==> src/rtl/hs_mode_tracker.sv <==
module hs_mode_tracker #(
  parameter int AW = 7
) (
  input  logic          clk,
  input  logic          rst_n,
  input  logic          scl,
  input  logic          sda,
  input  logic [AW-1:0] dev_addr,
  output logic          hs_mode,
  output logic          sda_pull,
  output logic          addr_stb,
  output logic          addr_rw
);
  localparam int BW = AW + 1;
  localparam int CW = $clog2(BW);
  localparam logic [4:0] MC_TOP = 5'b00001;

  typedef enum logic [1:0] {S_IDLE, S_BYTE, S_ACK, S_SKIP} st_t;

  st_t           st;
  logic [CW-1:0] cnt;
  logic [AW-1:0] sr;
  logic          scl_q, sda_q, arm_q, match_q, fell_q;

  wire rise  = scl & ~scl_q;
  wire fall  = ~scl & scl_q;
  wire start = scl & scl_q & sda_q & ~sda;
  wire stop  = scl & scl_q & ~sda_q & sda;
  wire last  = (cnt == CW'(BW - 1));
  wire is_mc = ~hs_mode & (sr[AW-1 -: 5] == MC_TOP);
  wire hit   = (sr == dev_addr);

  assign sda_pull = (st == S_ACK) & match_q & fell_q;

  always_ff @(posedge clk or negedge rst_n) begin
    if (!rst_n) begin
      st <= S_IDLE; cnt <= '0; sr <= '0;
      scl_q <= 1'b1; sda_q <= 1'b1;
      hs_mode <= 1'b0; arm_q <= 1'b0; match_q <= 1'b0; fell_q <= 1'b0;
      addr_stb <= 1'b0; addr_rw <= 1'b0;
    end else begin
      scl_q <= scl;
      sda_q <= sda;
      addr_stb <= 1'b0;
      if (stop) begin
        st <= S_IDLE; hs_mode <= 1'b0; arm_q <= 1'b0;
        match_q <= 1'b0; fell_q <= 1'b0;
      end else if (start) begin
        st <= S_BYTE; cnt <= '0;
        if (arm_q) hs_mode <= 1'b1;
        arm_q <= 1'b0; match_q <= 1'b0; fell_q <= 1'b0;
      end else begin
        case (st)
          S_BYTE: if (rise) begin
            cnt <= cnt + 1'b1;
            if (!last) sr <= {sr[AW-2:0], sda};
            else begin
              st <= S_ACK;
              if (is_mc) arm_q <= 1'b1;
              else if (hit) begin
                match_q <= 1'b1; addr_stb <= 1'b1; addr_rw <= sda;
              end
            end
          end
          S_ACK: if (fall) begin
            if (!fell_q) fell_q <= 1'b1;
            else begin
              st <= S_SKIP; fell_q <= 1'b0; match_q <= 1'b0;
            end
          end
          default: ;
        endcase
      end
    end
  end

  p_mc_nack_r3: assert property (@(posedge clk) disable iff (!rst_n)
    arm_q |-> !sda_pull);
  p_hs_entry_r4: assert property (@(posedge clk) disable iff (!rst_n)
    $rose(hs_mode) |-> $past(start));
  p_hs_hold_r5: assert property (@(posedge clk) disable iff (!rst_n)
    (hs_mode && !stop) |=> hs_mode);
  p_stop_clear_r6: assert property (@(posedge clk) disable iff (!rst_n)
    stop |=> (!hs_mode && !arm_q));
  p_pull_scl_low_r7: assert property (@(posedge clk) disable iff (!rst_n)
    $rose(sda_pull) |-> !scl);
  p_stb_pulse_r7: assert property (@(posedge clk) disable iff (!rst_n)
    addr_stb |=> !addr_stb);
endmodule

==> config.mk <==
export PLATFORM = sky130hd
export DESIGN_NAME = hs_mode_tracker
export DESIGN_NICKNAME = d
export VERILOG_FILES = /design/src/rtl/hs_mode_tracker.sv
export SDC_FILE = /design/constraint.sdc
export NUM_CORES = 1
export LEC_CHECK = 0
export ABC_AREA = 1
export BUFFER_PORTS_ARGS = -buffer_cell sky130_fd_sc_hd__buf_4
export CORE_ASPECT_RATIO = 0.8
export CORE_MARGIN = 3
export CORE_UTILIZATION = 55
export DETAILED_ROUTE_END_ITERATION = 10
export MAX_ROUTING_LAYER = met4
export PLACE_DENSITY = 0.77
export RECOVER_POWER = 100
export SYNTH_ARGS = -nofsm -noshare
export SYNTH_HDL_FRONTEND = slang
export SYNTH_SLANG_ARGS = --single-unit
==> constraint.sdc <==
create_clock -name clk -period 1.8 [get_ports clk]
set_input_delay 0.36 -clock clk [delete_from_list [all_inputs] [get_ports clk]]
set_output_delay 0.36 -clock clk [all_outputs]
set_load 0.01 [all_outputs]
==> summary.md, run 1 <==
| Metric | Value |
|---|---|
| CP startpoint | `st[0]` |
| Dpl cell area | `around 1200 sq um` |
| Worst setup EP type | `output port` |
| # setup viols final | `0` |
| WHS Path Cells | `1` |
| Post-route ant nets | `0` |
| Starting Density | `0.6296` |
| Slew @ Worst Pin | `roughly 1.1 ns` |
| Worst R2R Path Depth | `9` |
| # fillers | `roughly 160` |
| Status | `complete, no violations` |
| Initial antenna violation count | `0` |
| FF-to-FF Start | `scl_q` |
| First-pass GRT wire length | `3767 microns` |
| Largest family of logic cells by synthesized area | `simple AND/OR/NAND/NOR gates` |
| Area Overhead vs Synth | `10.18%` |
| Cell variety after synth | `24` |
| Final HPWL from detailed placement | `1744 microns` |
| Vias per cell | `approximately 5.2` |
| Mapped Cells | `about 140` |
| Worst Path Max Fanout | `5` |
| Crit-path cells | `inv_1, ha_1, nand2_1, nor2_1, buf_4` |
| Fin. Hold Viols | `0` |
| Final WS setup | `roughly 0.11 ns` |
| Worst hold path class | `input pin to flip-flop` |
| DRT Pass-1 Iters | `4` |
| Relative slew slack | `0.2882` |
| Number of max-cap violations | `0` |
| Largest net degree at the start of global routing | `21` |
| Largest cells by area after synthesis | `dfrtp_1, nand2_1, inv_1` |
| VDD IR max | `0.0007556 V` |
| Synthesized area | `about 1100 sq um` |
| Final Cycle Share | `0.9376` |
| Commonest non-fill, non-tap cell in the layout | `nand2_1` |
| Worst setup path class | `flip-flop to output port` |
| Sequential area share after synthesis | `0.4548` |
| Clk_lat worst skew | `0.30 ns` |
| Die area | `2588 sq um` |
| Ant diodes | `0` |
| Clk sinks | `20` |
| Clock Tree Root | `clkbuf_4` |
| Yosys warning count | `0` |
| Core area | `about 1800 sq um` |
| Row cnt | `13` |
| P_leak | `roughly 0.64 nW` |
| Worst Hold Launch | `sda` |
| Total grt overflow | `0` |
| # DRC | `0` |
| Place WS | `~0.27 ns` |
| Seq. cell area | `a little over 500 sq um` |
| Die span in x | `~56 microns` |
| Routed WL | `approximately 2200 microns` |
| Final Instance Area | `1219 sq um` |
| Post-Syn Area per Cell | `about 8 sq um` |
| Cts bufs inserted | `3` |
| Post-layout util | `0.6937` |
| Post-synth net total | `between 150 and 200` |
| RSZ-0062 raised after global routing | `no` |
| Gr usage total | `0.2049` |
| IO Pins | `15` |
| CP startpoint kind | `flip-flop` |
| Final #Nets | `about 170` |
| Critical Path AT | `approximately 1.3 ns` |
| Commonest cells after routing, fill and taps aside | `nand2_1, inv_1, dfrtp_1` |
| Synth Area in Compound Gates | `0.1165` |
| Number of port buffers | `14` |
| Synth Area in Simple Gates | `0.2681` |
| CP max stage delay | `0.41 ns` |
| Worst-case clock buffer depth | `2` |
| Die Ht | `46.11 microns` |
| Top cell type by total area after synthesis | `dfrtp_1` |
| Synth Area in XOR/XNOR | `0.02376` |
| Via Count | `922` |
| Routed wire per std cell | `12.29 microns` |
| H-tree Lvls | `1` |
| Max Freq | `592.5 MHz` |
| Tmin final | `1.688 ns` |
| Post-synth top area share | `0.4072` |
| Critical path required time | `approximately 1.4 ns` |
| Iter 0 DRT Violations | `39` |
| Share of cells above drive strength 1 | `0.1226` |
| Slowest-stage cell, CP | `dfrtp_1` |
| CTS tree | `built` |
| Clock transition at path regs | `~0.10 ns` |
| Pwr Density | `1234 nW/um^2` |
| GP Congestion | `between 0.8 and 0.9` |
| Final setup TNS | `0 ns` |
| Slew Limit Fails | `0` |
| Area of the multi-input gates | `roughly 480 sq um` |
| Synth Area in Adders | `0.04525` |
| Seq cells post-synth | `20` |
| Vias in the first global route | `between 800 and 900` |
| Final Skew | `0.007778 ns` |
| Mux contribution to synthesized area | `0` |
[final cells by class]
cell class / count / share of cell area
clock buffer: 4 / 0.02156
inverter: 24 / 0.07392
multi-input combinational: 92 / 0.3932
sequential: 20 / 0.4127
tap: 22 / 0.02259
timing repair buffer: 15 / 0.07598
[sequential cells by signal, indices dropped and copies added, names as in the netlist]
name,count
st,2
fell_q,1
sda_q,1
addr_rw,1
scl_q,1
hs_mode,1
arm_q,1
match_q,1
sr,7
cnt,3
addr_stb,1
[worst paths after layout]
kind	to	slack, ns
setup / recovery	sda_pull	0.11
hold / removal	sda_q	0.19
setup reg to reg	match_q	0.21
hold reg to reg	match_q	0.49
max in group asynchronous	cnt[1]	0.40
min in group asynchronous	addr_rw	0.76
[report_power, final]
group	internal (mW)	switching, mW	total [mW]
Sequential	0.585	0.100	0.686
Combinational	0.235	0.372	0.606
Clock	0.0864	0.126	0.212
Total	0.906	0.598	1.50
[per-stage QoR]
step	total power, mW	hold WS [ns]	std cells
2_1_floorplan	1.165	0.06441	137
3_3_place_gp	1.299	0.2470	172
3_5_place_dp	1.336	0.2501	172
4_1_cts	1.555	0.1688	177
5_1_grt	1.639	0.1678	177
6_report	1.504	0.1901	177
[cell families (layout without fill, tap and decap cells)]
| group | count (synthesis) | after routing |
|---|---|---|
| XOR/XNOR | 3 | 3 |
| adder cells (fa/ha/maj) | 4 | 4 |
| buffers and inverters | 25 | 43 |
| flip-flops | 20 | 20 |
| AO/OA/AOI/OAI | 19 | 19 |
| AND/OR/NAND/NOR | 66 | 66 |
[cell usage after synthesis (all sizes together)]
| cell type | n |
|---|---|
| nand3 | 15 |
| or2 | 1 |
| o21bai | 1 |
| nor3 | 2 |
| inv | 24 |
| xnor2 | 3 |
| nand2 | 36 |
| o21ai | 11 |
| nand4 | 1 |
| dfstp | 2 |
| dfrtp | 18 |
| o21a | 1 |
| nor2 | 11 |
| a31oi | 1 |
| o22ai | 1 |
| ha | 4 |
| buf | 1 |
| a21oi | 4 |
[worst max-delay path, delay by kind of cell, from the launching register on]
family,cells,cell delay (ns)
fa+ha+maj,1,0.25
flops,1,0.41
buf+inv,2,0.21
simple gates,2,0.16
[what timing repair did]
item,CTS,global route
endpoints found under the hold margin,18,0
hold buffers,1,0
setup buffers,0,0
gates resized for setup,0,0
[layer usage]
metal  up-vias  wire length (microns)  part of all wire  global-route usage
met5         -                      0                 0                   -
met3         7                    139             0.064             0.06723
li1        467                      -                 -                   -
met2        29                    961              0.44              0.3240
met4         0                     34             0.016             0.09953
met1       419                   1040              0.48              0.2407
(Power assumes the default switching activity.)
==> inputs of run 2 (changes only) <==
==> constraint.sdc (replaced) <==
create_clock -name clk -period 2.2 [get_ports clk]
set_input_delay 0.44 -clock clk [delete_from_list [all_inputs] [get_ports clk]]
set_output_delay 0.44 -clock clk [all_outputs]
set_load 0.01 [all_outputs]
==> run 2 against run 1 <==
Against the previous run: critical endpoint unchanged; clock skew grew 0.0065 ns; global-route usage grew 0.95 points; sequential share of layout area is essentially flat; via count shrank 1.8%; critical path depth is the same; largest cell class unchanged; power shrank 15%; first-iteration DRC count shrank 31%; cell count is the same; flip-flop and latch count is the same; clock power is essentially flat; design area shrank 0.10%; utilization shrank 0.071 points.
==> summary.md, run 2 (synthesis gave the netlist of run 1 again) <==
| Metric | Value |
|---|---|
| VDD IR max | `0.0006186 V (-18%)` |
| Placed instance count | `172 (unchanged)` |
| Iter 0 DRT Violations | `27 (-31%)` |
| Core area | `1757 sq um (unchanged)` |
| Vias per cell | `5.113 (-1.8%)` |
| Slew @ Worst Pin | `1.050 ns (-0.01772 ns)` |
| RSZ-0062 raised after global routing | `no` |
| Post-layout util | `0.6930 (-0.0007120)` |
| Commonest non-fill, non-tap cell in the layout | `nand2_1` |
| Reg-to-reg slack, setup | `0.44 ns (+0.23 ns)` |
| Number of max-cap violations | `0 (unchanged)` |
| Row cnt | `13 (unchanged)` |
| Top Registers | `sr: 7 flops, cnt: 3 flops, st: 2 flops` |
| Critical path required time | `1.76 ns (+0.32 ns)` |
| Gr usage total | `0.2143 (+0.009466)` |
| # setup viols final | `0 (unchanged)` |
| Final #Nets | `171 (unchanged)` |
| Switch share | `0.3998 (+0.002422)` |
| GP Congestion | `0.8751 (+2.7%)` |
| Worst Path Max Fanout | `5 (unchanged)` |
| Share of cells above drive strength 1 | `0.1097 (-0.01290)` |
| Final setup TNS | `0 ns (unchanged)` |
| Initial antenna violation count | `0 (unchanged)` |
| Relative slew slack | `0.3000 (+0.01181)` |
| Total internal power | `0.7650 mW (-16%)` |
| Clk_lat worst skew | `0.31 ns (about the same)` |
| Final Cycle Share | `0.8190` |
| Total grt overflow | `0 (unchanged)` |
| # DRC | `0 (unchanged)` |
| Die span in x | `56.14 microns (unchanged)` |
| Register name with the most flops | `sr` |
| Largest net degree at the start of global routing | `21 (unchanged)` |
| Vias in the first global route | `847 (-5.3%)` |
| Max Freq | `about 550 MHz` |
| IO Pins | `15 (unchanged)` |
| Worst setup path class | `flip-flop to output port` |
| CP startpoint | `st[0]` |
| End of the critical path | `sda_pull` |
| Number of port buffers | `14 (unchanged)` |
| Die Ht | `46.11 microns (unchanged)` |
| Worst R2R Path Depth | `9 (unchanged)` |
| R2r endpoint | `match_q` |
| Tmin final | `1.802 ns` |
| Final Skew | `0.01429 ns (+0.006509 ns)` |
| Ant diodes | `0 (unchanged)` |
| H-tree Lvls | `1 (unchanged)` |
| CP startpoint kind | `flip-flop` |
| P_leak | `0.6408 nW (-0.24%)` |
| Clock power frac | `0.169 (+0.028)` |
| Slew Limit Fails | `0 (unchanged)` |
| Commonest cells after routing, fill and taps aside | `nand2_1, inv_1, dfrtp_1` |
| Comb power frac | `0.385 (-0.018)` |
| Starting Density | `0.6296 (unchanged)` |
| Post-CTS Setup Inserts | `0 (unchanged)` |
| Worst-case clock buffer depth | `2 (unchanged)` |
| Fin. Hold Viols | `0 (unchanged)` |
| Clock transition at path regs | `0.12 ns (+0.02 ns)` |
| Sequential fraction of design power | `0.446 (-0.010)` |
| Worst setup EP type | `output port` |
| First-pass GRT wire length | `3988 microns (+5.9%)` |
| Sw power | `0.5096 mW (-15%)` |
| CTS tree | `built` |
| Worst hold path class | `input pin to flip-flop` |
| DRT Pass-1 Iters | `4 (unchanged)` |
| Cts bufs inserted | `3 (unchanged)` |
| Routed wire per std cell | `13.49 microns (+9.7%)` |
| Area Overhead vs Synth | `10.07%` |
| Fin cells | `177 (unchanged)` |
| Via Count | `905 (-1.8%)` |
| Clock Tree Root | `clkbuf_4` |
| Max reg flops | `7 (unchanged)` |
| Routed WL | `2387 microns (+9.7%)` |
| Final HPWL from detailed placement | `1853 microns (+6.2%)` |
| Clk sinks | `20 (unchanged)` |
| Pwr Density | `1047 nW/um^2 (-15%)` |
| WHS Path Cells | `1 (unchanged)` |
| Post-route ant nets | `0 (unchanged)` |
| Critical Path AT | `1.36 ns (+0.03 ns)` |
| FF-to-FF Start | `scl_q` |
| Status | `complete, no violations` |
| Die area | `2588 sq um (unchanged)` |
[run 2: changes by cell type in the layout (fill, tap and decap cells not counted)]
| cell | delta |
|---|---|
| nand3_2 | -1 |
| buf_4 | -1 |
| clkbuf_8 | +1 |
| or2_1 | +1 |
| nand3_1 | +1 |
| or2_4 | -1 |
[run 2: timing repair]
action,in CTS,in global routing
gates resized for setup,0,0
hold buffers,1,0
endpoints found under the hold margin,18,0
[run 2: cell type report]
type	instances	area, sq um
clock buffer	4	36.28
multi-input combinational	92	471.7
fill	149	539.3
timing repair buffer	15	88.84
inverter	24	90.09
sequential	20	503.0
tap	22	27.53
[run 2: per-stage QoR]
stage / cell area (sq um) / power (mW) / hold slack, ns / setup WS [ns]
final: 1217 / 1.275 / 0.2538 / 0.3982
after global routing: 1217 / 1.372 / 0.2397 / 0.2918
after CTS: 1274 / 1.313 / 0.2451 / 0.4342
after detailed placement: 1227 / 1.098 / 0.3277 / 0.6270
after global placement: 1227 / 1.062 / 0.3306 / 0.6618
after floorplan: 1106 / 0.9531 / 0.1444 / 0.8074
[run 2: worst min-delay path by stage]
stage               startpoint      end  slack (ns)
floorplan                rst_n  addr_rw        0.14
global placement         rst_n    sr[5]        0.33
detailed placement       rst_n    sr[5]        0.33
CTS                        sda    sda_q        0.25
global route               sda    sda_q        0.24
finish                     sda    sda_q        0.25
[run 2: routing by layer]
| metal | up-vias | track usage | share of wire |
|---|---|---|---|
| met5 | - | - | 0 |
| met4 | 0 | 0.06161 | 0.018 |
| met3 | 7 | 0.05882 | 0.050 |
| met2 | 22 | 0.3660 | 0.47 |
| met1 | 403 | 0.2544 | 0.47 |
| li1 | 473 | - | - |
[run 2: worst max-delay path: stages, from the launching register on]
cell and delay (ns):
dfrtp_1 0.42, inv_1 0.08, ha_1 0.23, nand2_1 0.08, nor2_1 0.08, clkbuf_1 0.16
[run 2: power by group through the flow]
stage / combinational [mW] / sequential (mW) / clock [mW]
2_1_floorplan: 0.406 / 0.547 / 0
3_3_place_gp: 0.500 / 0.562 / 0
3_5_place_dp: 0.521 / 0.577 / 0
4_1_cts: 0.526 / 0.569 / 0.219
5_1_grt: 0.558 / 0.584 / 0.230
6_report: 0.491 / 0.568 / 0.215
